`src/rtl/lir_pkg.sv`:
```
// Package: shared constants, region decode and types for the local
// interrupt router. Assumes at most four cores (2-bit route fields).
package lir_pkg;
    localparam int ADDR_W     = 8;
    localparam int DATA_W     = 32;
    localparam int CTL_W      = 8;   // control byte width
    localparam int LOCAL_N    = 4;   // timer lines / mailboxes per core
    localparam int SRC_W      = 9;   // source register width
    localparam int TMR_BASE   = 0;   // first timer source bit
    localparam int MBX_BASE   = 4;   // first mailbox source bit
    localparam int UP_BIT     = 8;   // upstream source bit
    localparam int CORE_IDX_W = 2;   // route field width
    localparam int FIQ_OFS    = 4;   // FIQ enable bit offset in control byte

    typedef enum logic [2:0] {
        RG_NONE, RG_ROUTE, RG_TCTL, RG_MCTL, RG_ISRC, RG_FSRC
    } region_e;

    // Classify a byte offset into a register region.
    function automatic region_e lir_region(input logic [ADDR_W-1:0] a);
        if (a[1:0] != 2'b00) return RG_NONE;
        case (a[7:4])
            4'h0:    return (a[3:0] == 4'hC) ? RG_ROUTE : RG_NONE;
            4'h4:    return RG_TCTL;
            4'h5:    return RG_MCTL;
            4'h6:    return RG_ISRC;
            4'h7:    return RG_FSRC;
            default: return RG_NONE;
        endcase
    endfunction
endpackage

```
`src/rtl/lir_ctrl_regs.sv`:
```
// Module: writable configuration of the router (route fields, timer and
// mailbox control bytes). Assumes NUM_CORES <= 4; core index = addr[3:2].
module lir_ctrl_regs
    import lir_pkg::*;
#(
    parameter int NUM_CORES = 4
) (
    input  logic                                clk,
    input  logic                                rst_n,
    input  logic                                wr_en,
    input  logic [ADDR_W-1:0]                   addr,
    input  logic [CTL_W-1:0]                    wdata,
    output logic [CORE_IDX_W-1:0]               route_irq,
    output logic [CORE_IDX_W-1:0]               route_fiq,
    output logic [NUM_CORES-1:0][CTL_W-1:0]     tctl,
    output logic [NUM_CORES-1:0][CTL_W-1:0]     mctl
);
    region_e                 region;
    logic [CORE_IDX_W-1:0]   core_sel;

    // Decode the target region of the current access.
    always_comb begin
        region   = lir_region(addr);
        core_sel = addr[3:2];
    end

    // Capture writes into route and control registers.
    always_ff @(posedge clk) begin
        if (!rst_n) begin
            route_irq <= '0;
            route_fiq <= '0;
            tctl      <= '0;
            mctl      <= '0;
        end else if (wr_en) begin
            case (region)
                RG_ROUTE: begin
                    route_irq <= wdata[1:0];
                    route_fiq <= wdata[3:2];
                end
                RG_TCTL: begin
                    for (int c = 0; c < NUM_CORES; c++)
                        if (int'(core_sel) == c) tctl[c] <= wdata;
                end
                RG_MCTL: begin
                    for (int c = 0; c < NUM_CORES; c++)
                        if (int'(core_sel) == c) mctl[c] <= wdata;
                end
                default: ;
            endcase
        end
    end
endmodule

```
`src/rtl/lir_core_steer.sv`:
```
// Module: steering for one core. Each active source goes to FIQ when its
// FIQ enable bit is set, else to IRQ when its IRQ bit is set, else nowhere.
// Upstream hits arrive already routed and are never masked. Purely combinational.
module lir_core_steer
    import lir_pkg::*;
(
    input  logic [LOCAL_N-1:0] timer,
    input  logic [LOCAL_N-1:0] mbox,
    input  logic [CTL_W-1:0]   tctl,
    input  logic [CTL_W-1:0]   mctl,
    input  logic               up_irq_hit,
    input  logic               up_fiq_hit,
    output logic [SRC_W-1:0]   isrc,
    output logic [SRC_W-1:0]   fsrc
);
    // Build the IRQ and FIQ source vectors from levels and control bytes.
    always_comb begin
        isrc = '0;
        fsrc = '0;
        for (int j = 0; j < LOCAL_N; j++) begin
            if (timer[j]) begin
                if (tctl[j+FIQ_OFS])  fsrc[TMR_BASE+j] = 1'b1;
                else if (tctl[j])     isrc[TMR_BASE+j] = 1'b1;
            end
            if (mbox[j]) begin
                if (mctl[j+FIQ_OFS])  fsrc[MBX_BASE+j] = 1'b1;
                else if (mctl[j])     isrc[MBX_BASE+j] = 1'b1;
            end
        end
        isrc[UP_BIT] = up_irq_hit;
        fsrc[UP_BIT] = up_fiq_hit;
    end
endmodule

```
`src/rtl/lir_read_mux.sv`:
```
// Module: read-data selection over all router registers; unmapped or
// misaligned offsets give zero. Combinational; the top registers it.
module lir_read_mux
    import lir_pkg::*;
#(
    parameter int NUM_CORES = 4
) (
    input  logic [ADDR_W-1:0]               addr,
    input  logic [CORE_IDX_W-1:0]           route_irq,
    input  logic [CORE_IDX_W-1:0]           route_fiq,
    input  logic [NUM_CORES-1:0][CTL_W-1:0] tctl,
    input  logic [NUM_CORES-1:0][CTL_W-1:0] mctl,
    input  logic [NUM_CORES-1:0][SRC_W-1:0] isrc,
    input  logic [NUM_CORES-1:0][SRC_W-1:0] fsrc,
    output logic [DATA_W-1:0]               rdata
);
    region_e               region;
    logic [CORE_IDX_W-1:0] core_sel;

    // Select the addressed register, zero-extended.
    always_comb begin
        region   = lir_region(addr);
        core_sel = addr[3:2];
        rdata    = '0;
        case (region)
            RG_ROUTE: rdata = {{(DATA_W-2*CORE_IDX_W){1'b0}}, route_fiq, route_irq};
            RG_TCTL, RG_MCTL, RG_ISRC, RG_FSRC: begin
                for (int c = 0; c < NUM_CORES; c++) begin
                    if (int'(core_sel) == c) begin
                        case (region)
                            RG_TCTL: rdata = {{(DATA_W-CTL_W){1'b0}}, tctl[c]};
                            RG_MCTL: rdata = {{(DATA_W-CTL_W){1'b0}}, mctl[c]};
                            RG_ISRC: rdata = {{(DATA_W-SRC_W){1'b0}}, isrc[c]};
                            default: rdata = {{(DATA_W-SRC_W){1'b0}}, fsrc[c]};
                        endcase
                    end
                end
            end
            default: rdata = '0;
        endcase
    end
endmodule

```
`src/rtl/local_irq_router.sv`:
```
// Module: top of the per-core local interrupt router. Assumes synchronous
// active-low reset and NUM_CORES <= 4. Outputs and read data are registered.
module local_irq_router
    import lir_pkg::*;
#(
    parameter int NUM_CORES = 4,
    localparam int LVL_W    = NUM_CORES * LOCAL_N
) (
    input  logic                 clk,
    input  logic                 rst_n,
    input  logic                 bus_wr_en,
    input  logic                 bus_rd_en,
    input  logic [ADDR_W-1:0]    bus_addr,
    input  logic [DATA_W-1:0]    bus_wdata,
    output logic [DATA_W-1:0]    bus_rdata,
    input  logic [LVL_W-1:0]     timer_lvl,
    input  logic [LVL_W-1:0]     mbox_pend,
    input  logic                 up_irq,
    input  logic                 up_fiq,
    output logic [NUM_CORES-1:0] core_irq,
    output logic [NUM_CORES-1:0] core_fiq
);
    logic [CORE_IDX_W-1:0]               route_irq_tgt;
    logic [CORE_IDX_W-1:0]               route_fiq_tgt;
    logic [NUM_CORES-1:0][CTL_W-1:0]     tctl_q;
    logic [NUM_CORES-1:0][CTL_W-1:0]     mctl_q;
    logic [NUM_CORES-1:0][SRC_W-1:0]     isrc;
    logic [NUM_CORES-1:0][SRC_W-1:0]     fsrc;
    logic [DATA_W-1:0]                   rdata_d;
    logic [DATA_W-CTL_W-1:0]             wdata_unused;

    assign wdata_unused = bus_wdata[DATA_W-1:CTL_W];

    lir_ctrl_regs #(.NUM_CORES(NUM_CORES)) u_regs (
        .clk       (clk),
        .rst_n     (rst_n),
        .wr_en     (bus_wr_en),
        .addr      (bus_addr),
        .wdata     (bus_wdata[CTL_W-1:0]),
        .route_irq (route_irq_tgt),
        .route_fiq (route_fiq_tgt),
        .tctl      (tctl_q),
        .mctl      (mctl_q)
    );

    for (genvar c = 0; c < NUM_CORES; c++) begin : g_core
        logic irq_hit;
        logic fiq_hit;
        assign irq_hit = up_irq && (route_irq_tgt == CORE_IDX_W'(c));
        assign fiq_hit = up_fiq && (route_fiq_tgt == CORE_IDX_W'(c));

        lir_core_steer u_steer (
            .timer      (timer_lvl[c*LOCAL_N +: LOCAL_N]),
            .mbox       (mbox_pend[c*LOCAL_N +: LOCAL_N]),
            .tctl       (tctl_q[c]),
            .mctl       (mctl_q[c]),
            .up_irq_hit (irq_hit),
            .up_fiq_hit (fiq_hit),
            .isrc       (isrc[c]),
            .fsrc       (fsrc[c])
        );

        // Register the per-core output lines from the source vectors.
        always_ff @(posedge clk) begin
            if (!rst_n) begin
                core_irq[c] <= 1'b0;
                core_fiq[c] <= 1'b0;
            end else begin
                core_irq[c] <= |isrc[c];
                core_fiq[c] <= |fsrc[c];
            end
        end
    end

    lir_read_mux #(.NUM_CORES(NUM_CORES)) u_rmux (
        .addr      (bus_addr),
        .route_irq (route_irq_tgt),
        .route_fiq (route_fiq_tgt),
        .tctl      (tctl_q),
        .mctl      (mctl_q),
        .isrc      (isrc),
        .fsrc      (fsrc),
        .rdata     (rdata_d)
    );

    // Register read data; zero when no read was requested.
    always_ff @(posedge clk) begin
        if (!rst_n)         bus_rdata <= '0;
        else if (bus_rd_en) bus_rdata <= rdata_d;
        else                bus_rdata <= '0;
    end
endmodule

```
`config.mk`:
```
export PLATFORM = sky130hd
export DESIGN_NAME = local_irq_router
export DESIGN_NICKNAME = d
export VERILOG_FILES = /design/src/rtl/lir_pkg.sv /design/src/rtl/lir_ctrl_regs.sv /design/src/rtl/lir_core_steer.sv /design/src/rtl/lir_read_mux.sv /design/src/rtl/local_irq_router.sv
export SDC_FILE = /design/constraint.sdc
export NUM_CORES = 1
export LEC_CHECK = 0
export ABC_AREA = 1
export CAP_MARGIN = 10
export CORE_MARGIN = 3
export CORE_UTILIZATION = 40
export CTS_BUF_LIST = sky130_fd_sc_hd__clkbuf_16
export DETAILED_ROUTE_END_ITERATION = 6
export PLACE_DENSITY_LB_ADDON = 0.12
export RECOVER_POWER = 100
export SLEW_MARGIN = 5
export SYNTH_ARGS = -nofsm -noshare
export SYNTH_HDL_FRONTEND = slang
export SYNTH_SLANG_ARGS = --single-unit
```
`constraint.sdc`:
```
create_clock -name clk -period 2.3 [get_ports clk]
set_clock_uncertainty 0.1 [all_clocks]
set_input_delay 0.575 -clock clk [delete_from_list [all_inputs] [get_ports clk]]
set_output_delay 0.575 -clock clk [all_outputs]
set_load 0.02 [all_outputs]
```
==> flow_metrics.py, run 1 <==
metrics = {
    "outcome": {
        "outcome": "finished, final reports clean",
    },
    "yosys": {
        "yosysTopAreaCell": "dfxtp_1",
        "ys_ff_latch": 85,
        "yosysTopAreaCellShare_pct": 33.3,
        "ys_types": 44,
        "ys_seq_area_share_pct": 33.3,
        "syn_area_sq_mm": 0.00511,
        "avgSynthCellArea_sq_um": 6.75,
        "yosysWarnings": 0,
        "synth_area_leaders": "dfxtp_1 33%, nand2_1 13%, a21oi_1 9.5%",
        "syn_inst": 757,
    },
    "final_layout": {
        "fillers": 1212,
        "antenna_cells": 0,
        "mostFrequentLayoutCells": "178 x nand2_1, 96 x a21oi_1, 85 x dfxtp_1",
        "mostFrequentLayoutCell": "nand2_1",
        "fin_cells": 1067,
        "layout-drive-gt1-share_pct": 15.4,
        "final_nets": 972,
        "syn2layout_area_growth_pct": 34.5,
    },
    "setup_path": {
        "path_cells": "clkbuf_1, inv_1, nand2_2, nor2_4, clkbuf_4, nand4_2, or2_1, nand3_1, nand2_1, a21oi_1, and2_1",
        "worstReg2RegStart": "u_regs.route_irq[1]",
        "max_stage_delay_ps": 360,
        "cp.required_ps": 2510,
        "worst-path-stages": 11,
        "path_class": "in2reg",
        "reg2reg_to": "bus_rdata[8]",
        "reg2reg_slack_ps": 750,
        "arrival_ps": 2330,
        "cpLargestDelayFamily": "simple AND/OR/NAND/NOR gates",
        "cp.buffers_inverters": 3,
        "critPathSlowestCell": "or2_1",
        "critical_path.max_fanout": 7,
        "crit_path_end_kind": "register",
        "start_kind": "input port",
        "rr_worst_depth": 7,
        "crit_start": "bus_addr[7]",
        "worstSetupEndpoint": "bus_rdata[7]",
    },
    "placed_design": {
        "port_buffers": 70,
        "place_congestion": 0.969,
        "dp_cells": 1046,
        "dp_hpwl_mm": 14.6,
        "place_ws_ps": -421,
    },
    "floorplanning": {
        "dieArea_sq_mm": 0.0142,
        "die_width_microns": 119,
        "num_rows": 40,
        "io_pins": 118,
        "core-area_sq_mm": 0.0123,
        "initial_core_util_pct": 41.7,
        "die_h_microns": 119,
    },
    "timing": {
        "hold_viol": 0,
        "slew_viol_final": 0,
        "fin_crit_sh_pct": 92.1,
        "holdWs_ps": 364,
        "rsz0062_at_grt": "no",
        "timing.final.ws_setup_ps": 181,
        "setup_viol": 0,
        "fin_crit_ps": 2120,
        "fmax_mhz": 472,
    },
    "detailed_routing": {
        "routedWlPerCell_microns": 18.2,
        "num_vias": 5682,
        "route.met3.wl_mm": 1.69,
        "remaining_drc_errors": 0,
        "met1_length_mm": 8.71,
        "route.met2.wl_mm": 8.23,
        "first_iter_violations": 488,
        "vias_per_cell": 5.33,
        "routed_wl_mm": 19.4,
        "routed.top_layer": "met4",
        "drt_first_pass_iters": 6,
        "detail-route-antenna-nets": 0,
    },
    "cts": {
        "cts_buffers": 9,
        "clk_latency_ps": 360,
        "ctsHoldBuffers": 0,
        "cts.sinks": 85,
        "cts_tree": "done",
        "cts_max_level": 3,
        "root_buffer": "clkbuf_16",
        "clockBufferDepth": 2,
        "clk_pin_slew_ps": 70,
    },
    "global_route": {
        "globalRoute.totalOverflow": 0,
        "grt_pass1_wl_mm": 29.0,
        "grt_max_degree": 30,
        "grt_util_all_layers_pct": 27.0,
        "grt_antenna_before_repair": 0,
        "grt_pass1_vias": 5221,
    },
    "hold_path": {
        "hold_path_class": "reg2reg",
    },
    "power": {
        "power_leakage_nw": 2.94,
        "p_per_area_mw_per_mm2": 529,
        "ir_worst_vdd_mv": 0.511,
    },
    "run": {
        "cap_violations": 0,
    },
}
## layer usage
metal / vias to the layer above / global-route usage (%)
met1: 2607 / 37.7
met5: - / 0
met2: 255 / 39.5
met3: 48 / 5.75
li1: 2772 / -
met4: 0 / 12.7
## where the power goes
part | internal, mW | switching, mW
Clock | 1.06 | 0.645
Combinational | 0.179 | 0.271
Sequential | 1.48 | 0.00279
Total | 2.71 | 0.919
## cells in the mapped netlist (all sizes together)
cell type,count
nand2,186
a21oi,105
dfxtp,85
nand3,78
inv,69
nor2,66
o21ai,60
buf,41
clkbuf,14
nand4,11
nor3,7
o211ai,6
a211oi,4
o41ai,3
a31oi,2
a41oi,2
clkinv,2
nor4,2
o2111ai,2
o22ai,2
o31ai,2
or2,2
a22o,1
a22oi,1
and2,1
conb,1
o2111a,1
o32ai,1
## timing repair
action	in CTS	in global routing
gates cloned	0	2
resized for setup	5	23
pin swaps	1	11
setup endpoints to repair	6	64
setup buffers	0	3
## area by class of cell
class	instances	area, sq um	area share, %
clock buffers	9	225	3.28
repair buffers	159	1460	21.3
well taps	168	210	3.06
multi-input cells	568	2880	41.9
flip-flops and latches	85	1700	24.8
clock inverters	7	113	1.64
inverters	71	279	4.06
## registers in the layout, indices dropped and copies added (netlist names)
signal,count
bus_rdata,9
u_regs.mctl,32
core_irq,4
core_fiq,4
u_regs.route_irq,2
u_regs.tctl,32
u_regs.route_fiq,2
## cell families (layout without fill, tap and decap cells)
group                  Yosys count  after routing  synth area share, %
other                            1             23               0.0734
DFF                             85             85                 33.3
buffers and inverters          126            246                 12.6
AOI/OAI and AO/OA              192            192                 20.9
and+or+nand+nor                353            353                 33.1
## tightest hold or removal path: cells and delay by family (launching register included)
family | cells | cell delay, ps
AO/OA/AOI/OAI | 1 | 50
flip-flops | 1 | 320
buffers and inverters | 1 | 50
## worst min-delay path by stage
| stage | from | to | slack, ps | cells past startpoint |
|---|---|---|---|---|
| global placement | u_regs.tctl[2] | u_regs.tctl[2] | 350 | 2 |
| detailed placement | u_regs.tctl[2] | u_regs.tctl[2] | 360 | 2 |
| global route | u_regs.tctl[8] | u_regs.tctl[8] | 400 | 2 |
| finish | u_regs.tctl[2] | u_regs.tctl[2] | 360 | 2 |
| CTS | u_regs.tctl[2] | u_regs.tctl[2] | 370 | 2 |
| floorplan | u_regs.tctl[10] | u_regs.tctl[10] | 340 | 2 |
## metrics by stage
stage / TNS (ps) / power (mW) / utilization [%] / cell area, sq um
2_1_floorplan: 0 / 1.73 / - / 5190
3_3_place_gp: -19670 / 1.95 / 52.5 / 6440
3_5_place_dp: -21820 / 1.95 / 52.5 / 6440
4_1_cts: 0 / 3.65 / 55.5 / 6800
5_1_grt: 0 / 3.73 / 56.0 / 6870
6_report: 0 / 3.63 / 56.0 / 6870
(Power assumes the default switching activity.)
==> run 2, diff against run 1 <==
--- a/config.mk
+++ b/config.mk
@@ -8,7 +8,7 @@
 export ABC_AREA = 1
 export CAP_MARGIN = 10
 export CORE_MARGIN = 3
-export CORE_UTILIZATION = 40
+export CORE_UTILIZATION = 34
 export CTS_BUF_LIST = sky130_fd_sc_hd__clkbuf_16
 export DETAILED_ROUTE_END_ITERATION = 6
 export PLACE_DENSITY_LB_ADDON = 0.12
==> run 2 against run 1 <==
Worst hold slack worse by 1.8 ps. Sequential share of layout area is 0.29 points higher. Register-to-register slack barely moved. Critical path depth up 1. Sequential power about the same. Setup slack worse by 81 ps. Non-clock buffer count shrank 2. Fmax fell by 3.7%. Utilization fell by 9.7 points.
==> flow_metrics.py, run 2 (synthesis gave the netlist of run 1 again) <==
metrics = {
    "cts": {
        "clockBufferDepth": 2,
        "ctsHoldBuffers": 0,
        "cts_max_level": 3,
        "clk_pin_slew_ps": 70,
        "cts_buffers": 9,
        "clk_latency_ps": 360,
        "cts_tree": "done",
        "cts.sinks": 85,
        "root_buffer": "clkbuf_16",
    },
    "final_layout": {
        "final_util_pct": 46.4,
        "final_nets": 970,
        "mostFrequentLayoutCells": "175 x nand2_1, 94 x a21oi_1, 85 x dfxtp_1",
        "mostFrequentLayoutCell": "nand2_1",
        "syn2layout_area_growth_pct": 33.0,
        "top_regs": "u_regs.mctl x32, u_regs.tctl x32, bus_rdata x9",
        "fin_cells": 1081,
        "layout-drive-gt1-share_pct": 16.4,
        "fillers": 1536,
        "antenna_cells": 0,
    },
    "timing": {
        "tns_ps": 0,
        "slew_viol_final": 0,
        "hold_viol": 0,
        "fin_crit_ps": 2200,
        "fmax_mhz": 454,
        "holdWs_ps": 362,
        "tightest_slew_ps": 604,
        "rsz0062_at_grt": "no",
        "fin_crit_sh_pct": 95.7,
        "setup_viol": 0,
        "relSlewSlack_pct": 59.7,
    },
    "detailed_routing": {
        "detail-route-antenna-nets": 0,
        "num_vias": 5640,
        "drt_first_pass_iters": 5,
        "routedWlPerCell_microns": 18.9,
        "routed_wl_mm": 20.4,
        "first_iter_violations": 474,
        "vias_per_cell": 5.22,
        "remaining_drc_errors": 0,
    },
    "power": {
        "power_leakage_nw": 2.90,
        "total_power_mw": 3.43,
        "p_per_area_mw_per_mm2": 504,
        "ir_worst_vdd_mv": 0.339,
    },
    "hold_path": {
        "hold_path_class": "reg2reg",
    },
    "run": {
        "cap_violations": 0,
    },
    "setup_path": {
        "path_class": "in2reg",
        "reg2reg_slack_ps": 760,
        "critical_path.max_fanout": 7,
        "start_kind": "input port",
        "crit_path_end_kind": "register",
        "arrival_ps": 2350,
        "cp.required_ps": 2450,
    },
    "floorplanning": {
        "initial_core_util_pct": 34.9,
        "die_width_microns": 129,
        "io_pins": 118,
        "dieArea_sq_mm": 0.0165,
        "num_rows": 44,
        "core-area_sq_mm": 0.0146,
        "die_h_microns": 129,
    },
    "placed_design": {
        "place_congestion": 0.907,
        "dp_hpwl_mm": 15.5,
        "dp_cells": 1060,
        "port_buffers": 70,
    },
    "global_route": {
        "globalRoute.totalOverflow": 0,
        "grt_util_all_layers_pct": 24.7,
        "use_met1_pct": 35.0,
        "grt_pass1_vias": 5233,
        "grt_pass1_wl_mm": 30.7,
        "grt_busiest_layer": "met2",
        "met3_usage_pct": 4.90,
        "gr-usage-met2_pct": 37.9,
        "grt_antenna_before_repair": 0,
        "grt_max_degree": 53,
    },
    "outcome": {
        "outcome": "finished, final reports clean",
    },
}
-- run 2: path summary, 6_finish.rpt --
path,from,endpoint,depth (start not counted)
setup / recovery,bus_addr[7],u_regs.mctl[28],12
hold / removal,u_regs.route_irq[1],bus_rdata[1],2
setup reg to reg,u_regs.tctl[13],bus_rdata[1],7
hold reg to reg,u_regs.route_irq[1],bus_rdata[1],2
-- run 2: metrics by stage --
step	worst slack, ps	area, sq um
3_5_place_dp	-462	6410
5_1_grt	33.7	6790
3_3_place_gp	-483	6410
4_1_cts	0.635	6730
6_report	99.5	6790
2_1_floorplan	303	5190
-- run 2: worst max-delay path: stages --
cell           delay (ps)
dlygate4sd2_1         280
nor2_1                200
nand3_4               150
nand2_8               150
nand2_8                70
clkbuf_2              220
nor2_8                140
inv_6                  90
nor2_8                140
inv_1                 110
o21ai_0               160
a21oi_1                50
-- run 2: what timing repair did --
action	4_1_cts	5_1_grt
pin swaps	2	9
gates resized for setup	8	22
buffers inserted	1	4
cloned	0	0
setup endpoints to repair	35	68
-- run 2: cell type report --
cell class | count | area (sq um) | area share, %
Sequential cell | 85 | 1700 | 25.1
Tap cell | 184 | 230 | 3.39
Clock inverter | 7 | 68.8 | 1.01
Multi-Input combinational cell | 568 | 2900 | 42.7
Clock buffer | 9 | 225 | 3.32
Inverter | 71 | 279 | 4.11
Timing Repair Buffer | 157 | 1390 | 20.4
-- run 2: per-layer routing --
metal | wire, microns | part of all wire (%)
met2 | 9010 | 44
met5 | 0 | 0
met3 | 1590 | 7.8
met1 | 9300 | 46
met4 | 485 | 2.4
-- run 2: power by group --
part,total [mW],internal (mW),switching (mW)
Sequential,1.48,1.48,0.00261
Combinational,0.453,0.176,0.277
Clock,1.49,0.836,0.658
